**src/rtl/clb_pkg.sv**
```systemverilog
// Shared constants for the channel latch bank.
// Assumes codes are unsigned binary; mid-scale is the top bit alone.
package clb_pkg;
    localparam int CLB_NCH = 8;   // channel count
    localparam int CLB_CW  = 10;  // code width
    localparam int CLB_RDW = 16;  // readback word width
endpackage

```
**src/rtl/clb_sync.sv**
```systemverilog
// Multi-flop synchronizer for one asynchronous level.
// Assumes the input is a slow level; the reset value is the safe (hold) level.
module clb_sync #(
    parameter int STAGES  = 2,
    parameter bit RST_VAL = 1'b1
) (
    input  logic clk,
    input  logic rst_n,
    input  logic din,
    output logic dout
);
    logic [STAGES-1:0] chain;

    // Shift the sampled level through the flop chain.
    always_ff @(posedge clk) begin
        if (!rst_n) chain <= {STAGES{RST_VAL}};
        else        chain <= {chain[STAGES-2:0], din};
    end

    assign dout = chain[STAGES-1];
endmodule

```
**src/rtl/clb_store.sv**
```systemverilog
// Staging register bank. Applies resets and writes by priority and
// exposes both the current contents and the next-edge contents.
// Assumes at most one write and one single-channel reset per cycle.
module clb_store #(
    parameter int NCH = 8,
    parameter int CW  = 10,
    localparam int IW = $clog2(NCH)
) (
    input  logic            clk,
    input  logic            rst_n,
    input  logic            clr_all,
    input  logic            clr_one,
    input  logic [IW-1:0]   clr_idx,
    input  logic            wr_en,
    input  logic [IW-1:0]   wr_idx,
    input  logic [CW-1:0]   wr_code,
    output logic            wr_take,
    output logic [NCH*CW-1:0] stor,
    output logic [NCH*CW-1:0] stor_nxt
);
    localparam logic [CW-1:0] MIDC = CW'(1) << (CW-1);

    // A write survives only when no reset claims its channel.
    assign wr_take = wr_en && !clr_all && !(clr_one && (clr_idx == wr_idx));

    for (genvar g = 0; g < NCH; g++) begin : g_ch
        logic hit_clr, hit_wr;
        assign hit_clr = clr_all || (clr_one && (clr_idx == IW'(g)));
        assign hit_wr  = wr_take && (wr_idx == IW'(g));

        // Next staging value for this channel: reset first, then write.
        always_comb begin
            if (hit_clr)     stor_nxt[g*CW +: CW] = MIDC;
            else if (hit_wr) stor_nxt[g*CW +: CW] = wr_code;
            else             stor_nxt[g*CW +: CW] = stor[g*CW +: CW];
        end

        // Staging register, mid-scale after power-up reset.
        always_ff @(posedge clk) begin
            if (!rst_n) stor[g*CW +: CW] <= MIDC;
            else        stor[g*CW +: CW] <= stor_nxt[g*CW +: CW];
        end
    end
endmodule

```
**src/rtl/clb_out.sv**
```systemverilog
// Drive register bank. Loads every channel from next-staging on a
// transfer, and a single channel when a reset forces it.
// Assumes stor_nxt already carries reset values for cleared channels.
module clb_out #(
    parameter int NCH = 8,
    parameter int CW  = 10,
    localparam int IW = $clog2(NCH)
) (
    input  logic              clk,
    input  logic              rst_n,
    input  logic              clr_all,
    input  logic              clr_one,
    input  logic [IW-1:0]     clr_idx,
    input  logic              xfer,
    input  logic [NCH*CW-1:0] stor_nxt,
    output logic [NCH*CW-1:0] outq
);
    localparam logic [CW-1:0] MIDC = CW'(1) << (CW-1);

    for (genvar g = 0; g < NCH; g++) begin : g_ch
        logic load;
        assign load = xfer || clr_all || (clr_one && (clr_idx == IW'(g)));

        // Drive register: loads the next staging value when selected.
        always_ff @(posedge clk) begin
            if (!rst_n)    outq[g*CW +: CW] <= MIDC;
            else if (load) outq[g*CW +: CW] <= stor_nxt[g*CW +: CW];
        end
    end
endmodule

```
**src/rtl/chan_latch_bank.sv**
```systemverilog
// Top of the double-buffered channel latch bank: staging registers,
// drive registers, transfer-pin synchronizer and readback mux.
// Assumes request pulses are single-cycle and already decoded.
module chan_latch_bank
    import clb_pkg::*;
#(
    parameter int NCH   = CLB_NCH,
    parameter int CW    = CLB_CW,
    parameter int RDW   = CLB_RDW,
    parameter int SYNCS = 2,
    localparam int IW   = $clog2(NCH)
) (
    input  logic              clk,
    input  logic              rst_n,
    input  logic              gc_reset,
    input  logic              cmd_rst_all,
    input  logic              cmd_rst_one,
    input  logic [IW-1:0]     cmd_chan,
    input  logic              wr_en,
    input  logic [IW-1:0]     wr_chan,
    input  logic [CW-1:0]     wr_code,
    input  logic              wr_bcast,
    input  logic              xfer_n,
    input  logic [IW-1:0]     rd_chan,
    output logic [RDW-1:0]    rd_data,
    output logic [NCH*CW-1:0] out_codes
);
    logic              lat_hold;
    logic              clr_all;
    logic              wr_take;
    logic              xfer;
    logic [NCH*CW-1:0] stor_flat;
    logic [NCH*CW-1:0] stor_nxt;

    assign clr_all = gc_reset || cmd_rst_all;

    clb_sync #(.STAGES(SYNCS), .RST_VAL(1'b1)) u_sync (
        .clk(clk), .rst_n(rst_n), .din(xfer_n), .dout(lat_hold)
    );

    clb_store #(.NCH(NCH), .CW(CW)) u_store (
        .clk(clk), .rst_n(rst_n), .clr_all(clr_all),
        .clr_one(cmd_rst_one), .clr_idx(cmd_chan),
        .wr_en(wr_en), .wr_idx(wr_chan), .wr_code(wr_code),
        .wr_take(wr_take), .stor(stor_flat), .stor_nxt(stor_nxt)
    );

    // Whole-bank transfer: transparent pin level or an accepted broadcast word.
    assign xfer = !lat_hold || (wr_take && wr_bcast);

    clb_out #(.NCH(NCH), .CW(CW)) u_out (
        .clk(clk), .rst_n(rst_n), .clr_all(clr_all),
        .clr_one(cmd_rst_one), .clr_idx(cmd_chan),
        .xfer(xfer), .stor_nxt(stor_nxt), .outq(out_codes)
    );

    // Readback of the staging code, zero-extended to the bus word.
    assign rd_data = RDW'(stor_flat[rd_chan*CW +: CW]);
endmodule

```
**config.mk**
```make
export PLATFORM = sky130hd
export DESIGN_NAME = chan_latch_bank
export DESIGN_NICKNAME = d
export VERILOG_FILES = /design/src/rtl/clb_pkg.sv /design/src/rtl/clb_sync.sv /design/src/rtl/clb_store.sv /design/src/rtl/clb_out.sv /design/src/rtl/chan_latch_bank.sv
export SDC_FILE = /design/constraint.sdc
export NUM_CORES = 1
export LEC_CHECK = 0
export ABC_AREA = 0
export BUFFER_PORTS_ARGS = -buffer_cell sky130_fd_sc_hd__buf_2
export CORE_MARGIN = 2
export CORE_UTILIZATION = 40
export CTS_BUF_LIST = sky130_fd_sc_hd__clkbuf_4 sky130_fd_sc_hd__clkbuf_8
export CTS_CLUSTER_SIZE = 28
export DETAILED_ROUTE_END_ITERATION = 10
export SYNTH_ARGS = -nofsm -noshare
export SYNTH_HDL_FRONTEND = slang
export SYNTH_SLANG_ARGS = --single-unit
```
**constraint.sdc**
```tcl
create_clock -name clk -period 5.98 [get_ports clk]
set_input_delay 0 -clock clk [delete_from_list [all_inputs] [get_ports clk]]
set_output_delay 0 -clock clk [all_outputs]
set_load 0.02 [all_outputs]
```
Word-level counts from Yosys, hierarchy flattened

Cells that the tools add are included.

Register bits: 162
Input bits: 27
Output and inout bits: 96
Word-level logic and storage cells: 94

$mul: 1
Eq/ne operators: 15
Shift-type cells: 1
Muxes and demuxes: 16
Reduce and logical (&&, ||, !) cells: 44

Operators by type and width:

| operator                                                               | count |
|---|---|
| 10-bit two-way mux                                                     | 16 |
| 80-bit by 8-bit variable part select with 10-bit output                | 1 |
| 3-bit equality test (second input constant)                            | 8 |
| 1-bit logical AND                                                      | 20 |
| 1-bit logical OR                                                       | 19 |
| 3-bit by 2-bit equality test with 1-bit output (second input constant) | 4 |
| 3-bit by 1-bit equality test with 1-bit output (second input constant) | 2 |
| 3-bit zero test                                                        | 2 |
| 3-bit by 3-bit multiplier with 6-bit output (second input constant)    | 1 |
| 3-bit equality test                                                    | 1 |
| 1-bit zero test                                                        | 3 |

Depth between registers and ports, before layout

Gate-level depths: netlist (run 1).

Depth after elaboration: 8
Gate-level depth with buffers: 8
Gate-level depth less buffers: 5

Modules after synthesis

From an unflattened synthesis (run 1), not the netlist that was laid out.

Cells, all modules: 1047
Area, all modules: 9593.0 µm²

By module, submodules not included:

| module          | times used | cells each | area an instance (µm²) | sequential area each (µm²) |
|---|---|---|---|---|
| clb_store       | 1          | 638        | 5520.3                 | 1601.5 |
| clb_out         | 1          | 360        | 3285.7                 | 1601.5 |
| chan_latch_bank | 1          | 45         | 734.5                  | 0.0 |
| clb_sync        | 1          | 4          | 52.6                   | 40.0 |

Worst setup path after synthesis (run 1)

OpenSTA, ideal clock, no wires.

Path type: input to register
Start: input cmd_chan[0]
End: register u_out.outq[79]
Setup time: 0.122 ns
Data arrival time: 1.824 ns
Data required time: 5.858 ns
Path slack: 4.034 ns
Stages: 8
Buffers on the path: 3
Cells stage by stage: buf_4 > xnor2_1 > and4_1 > buf_6 > or4b_4 > buf_6 > mux2_4 > a221o_1

Cells in the longest elaborated chain, start to end: 8
Elaborated cells between the ends (all ways): 14
Classes of those cells: eq/ne (2); mux (2); reduce/logical (10)

Ends and longest elaborated chain:

| what                            | RTL line              | text |
|---|---|---|
| from (decl)                     | chan_latch_bank.sv:18 | `input logic [IW-1:0] cmd_chan,` |
| 3-bit equality test             | clb_store.sv:24       | `assign wr_take = wr_en && !clr_all && !(clr_one && (clr_idx == wr_idx));` |
| 1-bit logical AND               | clb_store.sv:24       |  |
| 1-bit zero test                 | clb_store.sv:24       |  |
| 1-bit logical AND               | clb_store.sv:24       |  |
| 1-bit logical AND               | chan_latch_bank.sv:49 | `assign xfer = !lat_hold \|\| (wr_take && wr_bcast);` |
| 1-bit logical OR                | chan_latch_bank.sv:49 |  |
| 1-bit logical OR (2 in a row)   | clb_out.sv:22         | `assign load = xfer \|\| clr_all \|\| (clr_one && (clr_idx == IW'(g)));` |
| to (signal, indexed assignment) | clb_out.sv:27         | `else if (load) outq[g*CW +: CW] <= stor_nxt[g*CW +: CW];` |
| to (decl)                       | clb_out.sv:16         | `output logic [NCH*CW-1:0] outq` |

Parallel ways exist; a longest one is shown, timed or not.
A chain may end at the register's enable or synchronous reset.

Worst setup path after layout (run 1)

Start: input cmd_rst_all
End: register u_out.outq[79]

Cells in the longest elaborated chain, start to end: 8
Elaborated cells between the ends (all ways): 12
Classes of those cells: mux (2); reduce/logical (10)

Ends and longest elaborated chain:

| what                           | RTL line              | text |
|---|---|---|
| from (decl)                    | chan_latch_bank.sv:16 | `input logic cmd_rst_all,` |
| 1-bit logical OR (*)           | chan_latch_bank.sv:35 | `assign clr_all = gc_reset \|\| cmd_rst_all;` |
| 1-bit zero test                | clb_store.sv:24       |  |
| 1-bit logical AND (2 in a row) | clb_store.sv:24       |  |
| 1-bit logical AND              | chan_latch_bank.sv:49 |  |
| 1-bit logical OR               | chan_latch_bank.sv:49 |  |
| 1-bit logical OR (2 in a row)  | clb_out.sv:22         |  |

Every way passes the cells marked *; elsewhere a longest branch is shown, timed or not.

==> results.py, run 1 <==
metrics = {
    "run_status": {
        "status": "completed",
    },
    "power_and_ir_drop": {
        "power_density_mw_per_mm2": 261,
        "power_leakage_uw": 0.00314,
        "ir_drop_v": 0.000154,
    },
    "grt": {
        "grt_max_degree": 93,
        "track_usage": 0.211,
        "overflow": 0,
        "grt_pass1_vias": 4940,
        "antenna_found_initial": 0,
        "grt_pass1_wl_mm": 28.1,
    },
    "cells_and_area": {
        "synthToLayoutAreaGrowth_pct": 17.8,
        "fill_cells": 1590,
        "layout-drive-gt1-share": 0.278,
        "fin_cells": 986,
        "layout.nets": 781,
        "antennaDiodeCount": 0,
    },
    "route": {
        "route.vias.total": 5235,
        "drt-initial-drc-count": 435,
        "drc": 0,
        "post_drt_via_cell_ratio": 5.31,
        "drt-total-wl_mm": 18.5,
        "ant_nets": 0,
        "drt-pass1-iter-count": 5,
        "wire_per_inst_um": 18.8,
    },
    "floorplan": {
        "fp.dieH_um": 133,
        "io_pins": 123,
        "initial_core_util": 0.405,
        "die_w_um": 133,
        "row_count": 47,
        "coreArea_mm2": 0.0163,
        "dieArea_mm2": 0.0176,
    },
    "setup_path": {
        "cp.required_ns": 6.33,
        "setup.worst_path.end_class": "register",
        "critPathLaunchType": "input port",
        "worst-endpoint-arrival_ns": 3.06,
        "worstSetupPathType": "in2reg",
        "path_max_fanout": 92,
    },
    "timing": {
        "fmax_mhz": 369,
        "post-route-min-period_ns": 2.71,
        "setup_viol": 0,
        "finalHoldViolCount": 0,
        "tightest_slew_ns": 0.942,
        "fin_ws_ns": 3.27,
        "grt_setup_unrepaired": "no",
        "slew_headroom": 0.370,
        "timing.final.max_slew_violations": 0,
        "fin_worst_skew_ns": 0.00940,
        "finalSetupTns_ns": 0,
        "finalCritPeriodShare": 0.453,
    },
    "cts": {
        "clock_latency_ns": 0.46,
        "htree_levels": 4,
        "numCtsBuffers": 17,
        "clk_pin_slew_ns": 0.08,
        "cts_root_buf": "clkbuf_8",
        "cts_tree": "done",
        "cts_buffer_depth": 2,
        "clock_sinks": 162,
        "post_cts_buffers": 0,
        "post_cts_resized": 0,
        "cts_hold_buf": 10,
    },
    "synthesis": {
        "synth_edf_count": 0,
        "synth.avg_cell_area_um2": 10.0,
        "synth-seq-cells": 162,
        "syn_inst": 659,
        "synth_top_area_frac": 0.490,
        "synth_area_leader_cell": "dfxtp_1",
        "ys.flop_type": "dfxtp_1",
        "ys_async_sr_fraction": 0,
        "synthDistinctLibCells": 45,
        "yosysSeqAreaShare": 0.490,
        "ys_top_cells_by_area": "dfxtp_1 49%, mux2i_1 9.1%, mux4_2 6.8%, mux2_2 4.9%, nor2_1 4.3%",
        "syn-cell-area_mm2": 0.00662,
        "yosysWarnings": 0,
    },
    "place": {
        "place_ws_ns": 2.83,
        "port_buffers": 116,
        "dpl.hpwl_mm": 13.4,
        "place_congestion": 0.846,
        "dp_cells": 945,
    },
    "job": {
        "drv_cap": 0,
    },
    "min_path": {
        "hp-class": "in2reg",
    },
}
## state kept, by name, indices dropped and copies added, names as in the netlist
| register | cells |
|---|---|
| u_out.outq | 80 |
| u_store.stor | 80 |
| u_sync.chain | 2 |
## placed cells by master (no fill, tap or decap), types with 3 or more instances in the layout
cell / count
mux2_2: 29
conb_1: 6
nor2_1: 75
nand2_1: 51
o2bb2ai_1: 15
inv_1: 15
nor2b_1: 19
a21oi_1: 34
o21ai_0: 39
nand2b_1: 5
clkbuf_8: 19
a221oi_1: 9
nand3_1: 4
xnor2_1: 3
mux4_2: 20
a211oi_1: 12
buf_2: 116
nor3_1: 7
buf_4: 9
dlygate4sd3_1: 10
clkinvlp_4: 3
clkinv_2: 3
a31oi_1: 8
dfxtp_1: 162
mux2i_1: 60
clkbuf_4: 3
## worst paths after layout
check | startpoint | end | slack, ns | depth (start not counted)
worst min register to register | u_sync.chain[0] | u_sync.chain[1] | 0.42 | 1
worst max register to register | u_sync.chain[1] | u_out.outq[79] | 3.73 | 4
worst min-delay path | wr_code[3] | u_store.stor[53] | 0.04 | 4
worst max-delay path | cmd_rst_all | u_out.outq[79] | 3.27 | 7
## metrics by stage
stage               power (uW)  instance area [um^2]  hold slack, ns  utilization
floorplan                 1210                  6640           0.101            -
CTS                       2050                  7790          0.0108        0.477
detailed placement        1250                  7300           0.201        0.447
global placement          1250                  7300           0.184        0.447
finish                    2030                  7790          0.0430        0.477
global route              2100                  7790          0.0513        0.477
## where the power goes
| part | leakage, uW | internal (uW) | switching [uW] |
|---|---|---|---|
| clock | 0.000195 | 403 | 395 |
| sequential | 0.00131 | 1090 | 4.33 |
| combinational | 0.00164 | 44.8 | 99.6 |
## area by class of cell
| type | count | area [um^2] | area share |
|---|---|---|---|
| clock buffer | 22 | 284 | 0.0364 |
| clock inverter | 9 | 106 | 0.0136 |
| inverter | 15 | 56.3 | 0.00722 |
| multi-input combinational | 423 | 3080 | 0.395 |
| sequential | 162 | 3240 | 0.416 |
| tap | 220 | 275 | 0.0353 |
| timing repair buffer | 135 | 748 | 0.0960 |
## routing by layer
layer | vias up | GRT usage | wire, um
met5 | - | 0 | 0
met4 | 0 | 0.0633 | 341
met3 | 24 | 0.0621 | 1290
met2 | 180 | 0.309 | 7910
met1 | 2534 | 0.299 | 8960
li1 | 2497 | - | -
## Yosys cell counts (2+ instances only)
| library cell | number |
|---|---|
| mux2_2 | 29 |
| o21ai_1 | 3 |
| a21oi_1 | 34 |
| and2_1 | 2 |
| nand2_1 | 51 |
| o311ai_0 | 2 |
| xnor2_1 | 3 |
| mux2i_1 | 60 |
| dfxtp_1 | 162 |
| o2bb2ai_1 | 15 |
| a221oi_1 | 9 |
| a211oi_1 | 12 |
| a31oi_1 | 8 |
| mux4_2 | 20 |
| or4b_1 | 2 |
| buf_6 | 2 |
| buf_4 | 9 |
| clkbuf_1 | 46 |
| buf_2 | 6 |
| nor2_1 | 75 |
| o21ai_0 | 39 |
| inv_1 | 15 |
| or4_1 | 2 |
| nor2b_1 | 19 |
| nor3_1 | 7 |
| nand3_1 | 4 |
| nand2b_1 | 5 |
## cells by family (layout without fill, tap and decap cells)
| group | count (synthesis) | in the layout | share of synthesized area |
|---|---|---|---|
| buffers and inverters | 79 | 181 | 0.0533 |
| other | 1 | 6 | 0.000567 |
| AOI/OAI and AO/OA | 129 | 129 | 0.122 |
| and+or+nand+nor | 175 | 175 | 0.120 |
| DFF | 162 | 162 | 0.490 |
| xor gates and xnor gates | 3 | 3 | 0.00397 |
| muxes | 110 | 110 | 0.210 |
## worst max-delay path: stages
cell	delay, ns
buf_2	0.10
nor2_1	0.56
nand3_1	0.27
o21ai_4	0.61
buf_4	0.73
nor2_1	0.34
a221o_1	0.41
No activity file was read; power rests on OpenSTA's default activity.
==> inputs of run 2 (changes only) <==
==> constraint.sdc (replaced) <==
create_clock -name clk -period 2.7 [get_ports clk]
set_input_delay 0 -clock clk [delete_from_list [all_inputs] [get_ports clk]]
set_output_delay 0 -clock clk [all_outputs]
set_load 0.02 [all_outputs]
==> results.py, run 2 (same netlist as run 1, synthesis figures left out) <==
metrics = {
    "route": {
        "wire_per_inst_um": 19.1,
        "drt-pass1-iter-count": 4,
        "post_drt_via_cell_ratio": 5.32,
        "drc": 0,
        "ant_nets": 0,
        "route.vias.total": 5261,
        "drt-total-wl_mm": 18.9,
        "drt-initial-drc-count": 401,
    },
    "floorplan": {
        "row_count": 47,
        "initial_core_util": 0.405,
        "dieArea_mm2": 0.0176,
        "die_w_um": 133,
        "coreArea_mm2": 0.0163,
        "io_pins": 123,
        "fp.dieH_um": 133,
    },
    "timing": {
        "setup_viol": 0,
        "finalHoldViolCount": 0,
        "fin_hold_ws_ns": 0.0270,
        "tightest_slew_ns": 1.03,
        "finalCritPeriodShare": 0.659,
        "fin_worst_skew_ns": 0.00928,
        "slew_headroom": 0.308,
        "post-route-min-period_ns": 1.78,
        "finalSetupTns_ns": 0,
        "timing.final.max_slew_violations": 0,
        "grt_setup_unrepaired": "no",
        "fmax_mhz": 562,
    },
    "min_path": {
        "hold_depth": 3,
        "hp-class": "in2reg",
        "min-delay-start": "wr_code[0]",
        "min_to": "u_store.stor[60]",
    },
    "cells_and_area": {
        "final_cell_area_mm2": 0.00784,
        "reg.largest.list": "u_out.outq: 80 flops, u_store.stor: 80 flops, u_sync.chain: 2 flops",
        "antennaDiodeCount": 0,
        "fin_util": 0.479,
        "fill_cells": 1567,
        "synthToLayoutAreaGrowth_pct": 18.4,
        "layout.nets": 783,
        "mostFrequentLayoutCells": "162 x dfxtp_1, 116 x buf_2, 75 x nor2_1, 60 x mux2i_1, 51 x nand2_1",
        "final_common_cell": "dfxtp_1",
        "layout-drive-gt1-share": 0.285,
    },
    "place": {
        "place_congestion": 0.866,
        "place_area_mm2": 0.00734,
        "port_buffers": 116,
        "dpl.hpwl_mm": 13.7,
    },
    "setup_path": {
        "r2r-end": "u_out.outq[50]",
        "reg2reg_from": "u_sync.chain[1]",
        "worstSetupPathType": "reg2out",
        "cp.required_ns": 2.70,
        "cpPeakStageDelay_ns": 0.51,
        "worst-endpoint-arrival_ns": 1.78,
        "crit_path_top_delay_cell": "mux4_2",
        "reg2regPathDepth": 4,
        "setup.worst_path.end_class": "primary output",
        "path_max_fanout": 2,
        "critPathLaunchType": "register",
        "reg2reg_slack_ns": 1.33,
        "crit_chain": "mux4_2 -> mux2_2 -> buf_2",
    },
    "power_and_ir_drop": {
        "ir_drop_v": 0.000306,
        "power_leakage_uw": 0.00317,
        "power_density_mw_per_mm2": 592,
    },
    "grt": {
        "antenna_found_initial": 0,
        "grt_max_degree": 52,
        "grt_pass1_wl_mm": 28.9,
        "track_usage": 0.217,
        "grt_pass1_vias": 5060,
        "overflow": 0,
    },
    "cts": {
        "clock_latency_ns": 0.46,
        "post_cts_resized": 0,
        "clk_pin_slew_ns": 0.08,
        "htree_levels": 4,
        "cts_hold_buf": 7,
        "numCtsBuffers": 17,
        "post_cts_buffers": 0,
        "cts_root_buf": "clkbuf_8",
        "clock_sinks": 162,
        "cts_buffer_depth": 2,
        "cts_tree": "done",
    },
    "run_status": {
        "status": "completed",
    },
    "job": {
        "drv_cap": 0,
    },
}
run 2: worst max-delay path by stage:
stage	from	end	cells after the start
floorplan	cmd_chan[0]	u_out.outq[79]	8
global placement	wr_chan[0]	u_out.outq[79]	6
detailed placement	wr_chan[0]	u_out.outq[79]	6
CTS	u_store.stor[24]	rd_data[4]	3
global route	u_store.stor[24]	rd_data[4]	3
finish	u_store.stor[24]	rd_data[4]	3
run 2: metal layers:
layer	up-vias	GRT usage	routed length, um
met1	2556	0.308	9060
li1	2500	-	-
met3	15	0.0716	1520
met5	-	0	0
met2	190	0.315	8060
met4	0	0.0639	238
run 2: report_power, final:
group | switching, uW | total, uW | internal, uW | leakage (uW)
clock | 884 | 1900 | 1020 | 0.000216
combinational | 225 | 326 | 101 | 0.00165
sequential | 10.3 | 2420 | 2410 | 0.00131
run 2: layout make-up:
cell class	instances	area (um^2)	area share
inverter	15	56.3	0.00718
clock buffer	23	298	0.0380
timing repair buffer	137	756	0.0964
tap	220	275	0.0351
sequential	162	3240	0.414
clock inverter	9	129	0.0164
multi-input combinational	423	3080	0.393
run 2: critical path: cells and delay by family, from the launching register on:
kind / cells / cell delay, ns
mux: 2 / 0.80
flops: 1 / 0.36
buf+inv: 1 / 0.16
run 2: per-stage QoR:
stage / cells / total power, uW / setup WS, ns
floorplan: 664 / 2690 / 0.754
detailed placement: 950 / 2790 / 0.597
CTS: 989 / 4660 / 0.907
global route: 989 / 4800 / 0.875
global placement: 950 / 2780 / 0.617
finish: 989 / 4640 / 0.921
==> inputs of run 3 (changes only) <==
==> constraint.sdc (replaced) <==
create_clock -name clk -period 1.9 [get_ports clk]
set_input_delay 0 -clock clk [delete_from_list [all_inputs] [get_ports clk]]
set_output_delay 0 -clock clk [all_outputs]
set_load 0.02 [all_outputs]
==> results.py, run 3 (same netlist as run 1, synthesis figures left out) <==
metrics = {
    "cells_and_area": {
        "layout-drive-gt1-share": 0.296,
        "layout.nets": 797,
        "fin_util": 0.487,
        "final_cell_area_mm2": 0.00795,
        "mostFrequentLayoutCells": "162 x dfxtp_1, 116 x buf_2, 75 x nor2_1, 60 x mux2i_1, 51 x nand2_1",
        "synthToLayoutAreaGrowth_pct": 20.2,
        "antennaDiodeCount": 0,
        "fin_cells": 1003,
        "fill_cells": 1567,
        "reg.largest.list": "u_out.outq: 80 flops, u_store.stor: 80 flops, u_sync.chain: 2 flops",
        "final_common_cell": "dfxtp_1",
    },
    "setup_path": {
        "crit_path_top_delay_cell": "mux4_2",
        "worst-endpoint-arrival_ns": 1.80,
        "crit_family": "multiplexers",
        "critPathLaunchType": "register",
        "reg2reg_slack_ns": 0.38,
        "reg2reg_from": "u_sync.chain[1]",
        "path_max_fanout": 2,
        "reg2regPathDepth": 3,
        "cpPeakStageDelay_ns": 0.51,
        "worstSetupPathType": "reg2out",
        "r2r-end": "u_out.outq[76]",
        "path_buf_inv": 1,
        "cp.required_ns": 1.90,
        "setup.worst_path.end_class": "primary output",
        "crit_chain": "mux4_2 -> mux2_2 -> buf_2",
    },
    "route": {
        "drt-pass1-iter-count": 5,
        "route.vias.total": 5240,
        "post_drt_via_cell_ratio": 5.22,
        "drt-total-wl_mm": 18.8,
        "drc": 0,
        "wire_per_inst_um": 18.7,
        "drt-initial-drc-count": 381,
        "ant_nets": 0,
    },
    "timing": {
        "grt_setup_unrepaired": "no",
        "fmax_mhz": 556,
        "fin_worst_skew_ns": 0.00896,
        "setup_viol": 0,
        "slew_headroom": 0.436,
        "tightest_slew_ns": 0.843,
        "post-route-min-period_ns": 1.80,
        "timing.final.max_slew_violations": 0,
        "finalSetupTns_ns": 0,
        "finalHoldViolCount": 0,
        "finalCritPeriodShare": 0.947,
    },
    "grt": {
        "antenna_found_initial": 0,
        "overflow": 0,
        "grt_max_degree": 92,
        "track_usage": 0.215,
        "grt_pass1_wl_mm": 28.7,
        "grt_pass1_vias": 5115,
    },
    "min_path": {
        "min_to": "u_store.stor[23]",
        "min-delay-start": "wr_code[3]",
        "hold_depth": 4,
        "hp-class": "in2reg",
    },
    "cts": {
        "cts_buffer_depth": 2,
        "cts_root_buf": "clkbuf_8",
        "post_cts_resized": 0,
        "clk_pin_slew_ns": 0.08,
        "clock_latency_ns": 0.47,
        "htree_levels": 4,
        "cts_tree": "done",
        "numCtsBuffers": 17,
        "clock_sinks": 162,
    },
    "place": {
        "place_congestion": 0.873,
        "place_area_mm2": 0.00748,
        "port_buffers": 116,
        "dp_cells": 964,
        "dpl.hpwl_mm": 13.6,
    },
    "floorplan": {
        "initial_core_util": 0.405,
        "row_count": 47,
        "fp.dieH_um": 133,
        "dieArea_mm2": 0.0176,
        "coreArea_mm2": 0.0163,
        "die_w_um": 133,
        "io_pins": 123,
    },
    "power_and_ir_drop": {
        "power_uw": 6500,
        "power_density_mw_per_mm2": 817,
        "ir_drop_v": 0.000443,
        "power_leakage_uw": 0.00324,
    },
    "run_status": {
        "status": "completed",
    },
    "job": {
        "drv_cap": 0,
    },
}
==> run 3: cell count changes in the layout (fill, tap and decap cells not counted), sizes merged <==
cell | previous run | this run
buf | 130 | 144
bufinv | 3 | 2
clkinv | 4 | 5
==> run 3: where the power goes <==
group	switching (uW)	leakage, uW	internal (uW)
Combinational	322	0.00173	166
Sequential	14.4	0.00131	3420
Clock	1250	0.000209	1330
Total	1590	0.00324	4910
==> run 3: repair_timing <==
| action | CTS | global route |
|---|---|---|
| hold buffers | 7 | 0 |
| setup buffers | 0 | 0 |
| endpoints found under the hold margin | 15 | 0 |
==> run 3: how the worst max path moves through the flow <==
stage / startpoint / to / cells after the start
floorplan: cmd_chan[1] / u_out.outq[79] / 8
global placement: wr_chan[1] / u_out.outq[0] / 8
detailed placement: cmd_chan[2] / u_out.outq[5] / 8
CTS: u_store.stor[72] / rd_data[2] / 3
global route: u_store.stor[56] / rd_data[6] / 3
finish: u_store.stor[72] / rd_data[2] / 3
==> run 3: layer usage <==
metal / vias to the layer above / routed length [um] / GRT usage
met3: 27 / 1410 / 0.0598
met2: 202 / 7830 / 0.303
met5: - / 0 / 0
met4: 0 / 421 / 0.0890
li1: 2530 / - / -
met1: 2481 / 9120 / 0.309
==> run 3: tightest hold or removal path: stages <==
cell,delay (ns)
buf_2,0.19
nand2_1,0.08
mux2_2,0.15
nor2b_1,0.04
==> run 3: layout make-up <==
| type | count | area [um^2] | area share |
|---|---|---|---|
| flip-flops and latches | 162 | 3240 | 0.408 |
| repair buffers | 151 | 898 | 0.113 |
| clock inverters | 9 | 104 | 0.0131 |
| clock buffers | 23 | 304 | 0.0382 |
| multi-input cells | 423 | 3070 | 0.386 |
| inverters | 15 | 56.3 | 0.00708 |
| well taps | 220 | 275 | 0.0346 |
==> run 3: through the flow <==
| step | hold WS, ns | worst slack, ns |
|---|---|---|
| 2_1_floorplan | 0.101 | 0.00530 |
| 3_3_place_gp | 0.189 | -0.0311 |
| 3_5_place_dp | 0.194 | -0.0797 |
| 4_1_cts | 0.000905 | 0.0909 |
| 5_1_grt | 0.0361 | 0.0777 |
| 6_report | 0.0273 | 0.101 |
